==> config.mk <==
export PLATFORM = sky130hd
export DESIGN_NAME = event_timer
export DESIGN_NICKNAME = d
export VERILOG_FILES = /design/src/rtl/event_timer_pkg.sv /design/src/rtl/event_timer_sync.sv /design/src/rtl/event_timer_div.sv /design/src/rtl/event_timer_core.sv /design/src/rtl/event_timer.sv
export SDC_FILE = /design/constraint.sdc
export NUM_CORES = 1
export LEC_CHECK = 0
export ABC_AREA = 1
export CAP_MARGIN = 20
export CORE_MARGIN = 2
export CORE_UTILIZATION = 35
export CTS_CLUSTER_DIAMETER = 30
export DETAILED_ROUTE_END_ITERATION = 8
export GPL_ROUTABILITY_DRIVEN = 0
export SYNTH_ARGS = -nofsm -noshare
export SYNTH_HDL_FRONTEND = slang
export SYNTH_SLANG_ARGS = --single-unit
==> constraint.sdc <==
create_clock -name clk -period 1.79 [get_ports clk]
set_input_delay 0.537 -clock clk [delete_from_list [all_inputs] [get_ports clk]]
set_output_delay 0.537 -clock clk [all_outputs]
set_load 0.01 [all_outputs]
==> src/rtl/event_timer_pkg.sv <==
package event_timer_pkg;

    localparam int SEL_W = 3;
    localparam int DIV_W = 1 << SEL_W;
    localparam logic [7:0] CFG_RESET = 8'hFF;

    typedef struct packed {
        logic [1:0]       spare;
        logic             use_pin;
        logic             pin_falling;
        logic             div_bypass;
        logic [SEL_W-1:0] div_sel;
    } tmr_cfg_t;

    function automatic logic [DIV_W-1:0] div_mask(input logic [SEL_W-1:0] sel);
        logic [DIV_W-1:0] m;
        for (int i = 0; i < DIV_W; i++) begin
            m[i] = (i <= int'(sel));
        end
        return m;
    endfunction

endpackage

==> src/rtl/event_timer_sync.sv <==
module event_timer_sync #(
    parameter int STAGES = 2
) (
    input  logic clk,
    input  logic rst,
    input  logic pin,
    input  logic falling,
    output logic event_o
);
    logic [STAGES:0] chain;

    always_ff @(posedge clk) begin
        if (rst) chain <= '0;
        else     chain <= {chain[STAGES-1:0], pin};
    end

    logic cur, prev;
    assign cur  = chain[STAGES-1];
    assign prev = chain[STAGES];
    assign event_o = falling ? (prev & ~cur) : (cur & ~prev);
endmodule

==> src/rtl/event_timer_div.sv <==
module event_timer_div
    import event_timer_pkg::*;
(
    input  logic             clk,
    input  logic             rst,
    input  logic             clr,
    input  logic             src_ev,
    input  logic             bypass,
    input  logic [SEL_W-1:0] sel,
    output logic             tick
);
    logic [DIV_W-1:0] div_cnt;
    logic [DIV_W-1:0] mask;

    assign mask = div_mask(sel);
    assign tick = bypass ? src_ev : (src_ev && ((div_cnt & mask) == mask));

    always_ff @(posedge clk) begin
        if (rst || clr)               div_cnt <= '0;
        else if (src_ev && !bypass)   div_cnt <= div_cnt + 1'b1;
    end
endmodule

==> src/rtl/event_timer_core.sv <==
module event_timer_core #(
    parameter int CNT_W = 8
) (
    input  logic             clk,
    input  logic             rst,
    input  logic             tick,
    input  logic             wr_en,
    input  logic [CNT_W-1:0] wr_data,
    input  logic             flag_clr,
    output logic [CNT_W-1:0] cnt,
    output logic             flag
);
    logic wrap;
    assign wrap = tick && !wr_en && (cnt == '1);

    always_ff @(posedge clk) begin
        if (rst) begin
            cnt  <= '0;
            flag <= 1'b0;
        end else begin
            if (wr_en)     cnt <= wr_data;
            else if (tick) cnt <= cnt + 1'b1;
            flag <= wrap | (flag & ~flag_clr);
        end
    end
endmodule

==> src/rtl/event_timer.sv <==
module event_timer
    import event_timer_pkg::*;
#(
    parameter int CNT_W = 8
) (
    input  logic             clk,
    input  logic             rst,
    input  logic             inc_en,
    input  logic             ext_pin,
    input  logic             cfg_wr_en,
    input  logic [7:0]       cfg_wr_data,
    output logic [7:0]       cfg_q,
    input  logic             cnt_wr_en,
    input  logic [CNT_W-1:0] cnt_wr_data,
    output logic [CNT_W-1:0] cnt_q,
    input  logic             flag_clr,
    input  logic             irq_en,
    output logic             ovf_flag,
    output logic             irq
);
    tmr_cfg_t cfg;
    logic     pin_ev, src_ev, tick;

    always_ff @(posedge clk) begin
        if (rst)            cfg <= tmr_cfg_t'(CFG_RESET);
        else if (cfg_wr_en) cfg <= tmr_cfg_t'(cfg_wr_data);
    end
    assign cfg_q = cfg;

    event_timer_sync #(.STAGES(2)) u_sync (
        .clk(clk), .rst(rst), .pin(ext_pin),
        .falling(cfg.pin_falling), .event_o(pin_ev)
    );

    assign src_ev = cfg.use_pin ? pin_ev : inc_en;

    event_timer_div u_div (
        .clk(clk), .rst(rst), .clr(cnt_wr_en), .src_ev(src_ev),
        .bypass(cfg.div_bypass), .sel(cfg.div_sel), .tick(tick)
    );

    event_timer_core #(.CNT_W(CNT_W)) u_core (
        .clk(clk), .rst(rst), .tick(tick), .wr_en(cnt_wr_en),
        .wr_data(cnt_wr_data), .flag_clr(flag_clr),
        .cnt(cnt_q), .flag(ovf_flag)
    );

    assign irq = ovf_flag & irq_en;
endmodule

==> impl_results.md <==
* Critical Path Source Type: register
* IO Pins at 42
* Core box area at 4000 sq um
* Total number of vias at 1,453
* CP peak stage delay at 0.55 ns
* Pwr/cell area at ~660 nW/um^2
* Achievable frequency at 572 MHz
* Clock-pin slew on the worst setup and hold paths at 0.10 ns
* Clk sinks at 28
* Final number of setup-violating endpoints at 0
* Final HPWL DP at 2.62 mm
* Setup Skew at 0.00227 ns
* Commonest non-fill, non-tap cells in the layout: nand2_1 (46), clkdlybuf4s50_1 (37), inv_1 (21), nand3_1 (20), dfxtp_1 (20)
* EDFF count, synth at 0
* Pleak at between 0.9 and 1 nW
* Top cell type by total area after synthesis: dfxtp_1
* DP Cell Count at 306
* Average cell area after synthesis at between 7 and 8 sq um
* Main flop type after synthesis: dfxtp_1
* Synth Cell Area at approximately 1500 sq um
* Drt pass-1 iters at 4
* Max-cap check violation count at 0
* CTS tree: yes
* Peak VDD IR at about 0.34 mV
* Combinational cell fraction of total power at 21.0%
* Clk buf depth at 2
* Total track usage at between 15 and 20%
* Hold Fails Final Rpt at 0
* Tcrit/Tclk final at 97.6%
* Sw Pwr at 0.357 mW
* Asr flop ratio synth at 0%
* Worst-path fanout max at 4
* Fin crit period at 1.75 ns
* Die area at 4700 sq um
* ANT cells at 0
* Die Span X at between 60 and 70 um
* Power consumption at 1.37 mW
* Area share of the leading cell type in the synthesized netlist at a little under two fifths
* Setup CP Type: register to primary output
* Vias in the first global route at around 1,300
* Worst Path Required at 1.25 ns
* Antenna violations before repair at 0
* Type of the worst min-delay path: register to register
* Synth area leaders: dfxtp_1 (38%), nand2_1 (12%), nand3_1 (6.9%), a21oi_1 (6.5%), inv_1 (5.4%)
* Clock Power Share at 29.3%
* RSZ-0062 raised after global routing: false
* Max-slew headroom at 72.7%
* Post-CTS setup buffers at 0
* Global-route wire length before repair at 5.85 mm
* Fraction of layout cells with a size suffix above 1 at 16.5%
* Post-Syn Instances at 208
* Sequential element share of the synthesized area at 38.4%
* Final antenna-violating net count at 0
* Syn Nets at about 230
* Initial cell density of the core at 36.5%
* Row count at 23
* IO buf count at 41
* Final hold slack at 0.410 ns
* WP data arrival at 1.21 ns
* Warnings, synthesis at 0
* Status: completed
* Die H at between 60 and 70 um
* Final WL at 3.42 mm
* Clk Latency, worst-skew pair at roughly 0.27 ns
* Worst slew pin tran at roughly 0.41 ns
* Initial drt markers at 38
* Final Non-Filler Cells at 310
* CTS Buf Count at 3
* Synthesis-stage register bit count at 28
* Pins Over Slew Limit at 0
* Cells along the critical path: clkdlybuf4s50_1
* Most common cell after layout, fill and taps aside: nand2_1
* Flop pwr share at slightly below 50%
* Drt via density at 4.69
* Post-DR wirelength/cell at 11.0 um
* Slowest cell on the critical path: clkdlybuf4s50_1
* Area Overhead vs Synth at 43.3%
* Sw Share at 26.0%
* Crit path max-delay family: buffers and inverters
* Gr ovfl total at 0
* Buf/Inv on CP at 1
* Placed Instance Area at between 2000 and 2500 sq um
* Setup crit end kind: primary output
* Fin area at 2090 sq um
* DRC viols at 0
* Clock root buffer master: clkbuf_8
* Largest net degree at the start of global routing at 16
* CTS H-tree lvls at 1
* Synth unique cells at 28
* Nets at 287
* Internal Pwr Total at 1.01 mW
-- power by group through the flow --
| stage | Combinational (mW) | Clock (mW) | Sequential (mW) |
|---|---|---|---|
| floorplan | 0.119 | 0 | 0.704 |
| detailed placement | 0.291 | 0 | 0.692 |
| finish | 0.289 | 0.402 | 0.681 |
| global route | 0.321 | 0.439 | 0.686 |
| CTS | 0.293 | 0.422 | 0.680 |
| global placement | 0.289 | 0 | 0.693 |
-- kinds of logic (layout without fill, tap and decap cells) --
group / count (synthesis) / in the layout / synth area share (%)
adders and majority gates: 2 / 2 / 1.71
muxes: 1 / 1 / 0.686
and+or+nand+nor: 106 / 106 / 33.8
xor gates and xnor gates: 5 / 5 / 3.00
buffers and inverters: 32 / 84 / 9.34
AOI/OAI and AO/OA: 34 / 34 / 13.0
DFF: 28 / 28 / 38.4
-- area by class of cell --
| class | instances | area [sq um] |
|---|---|---|
| Inverter | 24 | 90.1 |
| Sequential cell | 28 | 571 |
| Multi-Input combinational cell | 148 | 763 |
| Timing Repair Buffer | 56 | 551 |
| Fill cell | 403 | 1910 |
| Tap cell | 50 | 62.6 |
| Clock buffer | 4 | 55.1 |
-- path summary, 6_finish.rpt --
check	start	endpoint	slack (ns)	depth (start not counted)
min	u_sync.chain[0]	u_sync.chain[1]	0.41	2
min reg2reg	u_sync.chain[0]	u_sync.chain[1]	0.41	2
max	cfg_q[5]	cfg_q[5]	0.04	1
max reg2reg	cfg_q[2]	u_core.cnt[2]	0.41	10
-- flip-flops by register name (all words and copies together) (netlist names) --
signal / count
u_core.cnt: 8
u_sync.chain: 3
cfg_q: 8
u_div.div_cnt: 8
u_core.flag: 1
-- through the flow --
stage	utilization, %	setup slack (ns)	setup TNS, ns
5_1_grt	52.3	0.00239	0
4_1_cts	52.0	0.000361	0
3_5_place_dp	50.6	-0.341	-0.588
3_3_place_gp	50.6	-0.341	-0.526
6_report	52.3	0.0430	0
2_1_floorplan	-	0.472	0
-- metal layers --
metal / track usage [%] / vias up / part of all wire [%]
met5: 0 / - / 0
li1: - / 779 / -
met2: 26.1 / 27 / 45
met3: 2.27 / 4 / 4.2
met1: 22.6 / 643 / 50
met4: 4.50 / 0 / 0.91
-- cell usage after synthesis (3+ instances only) --
| master | n |
|---|---|
| dfxtp_1 | 28 |
| inv_2 | 3 |
| o21ai_0 | 13 |
| nor3_1 | 4 |
| nor2_1 | 19 |
| nand4_1 | 4 |
| inv_1 | 21 |
| nand2_1 | 46 |
| nand3_1 | 20 |
| clkbuf_1 | 4 |
| a21oi_1 | 19 |
| xor2_1 | 4 |
| nand2_4 | 3 |
-- what timing repair did --
| item | 4_1_cts | 5_1_grt |
|---|---|---|
| endpoints found under the setup margin | 6 | 6 |
| hold buffers | 0 | 0 |
| gates resized for setup | 9 | 6 |
| hold endpoints to repair | 0 | 0 |
-- worst reg2reg max path: cells and delay by family, from the launching register on --
kind	cells	cell delay [ns]
flip-flops	1	0.32
AND/OR/NAND/NOR	7	0.59
buffers and inverters	1	0.15
AO/OA/AOI/OAI	2	0.25
(Power assumes the default switching activity.)
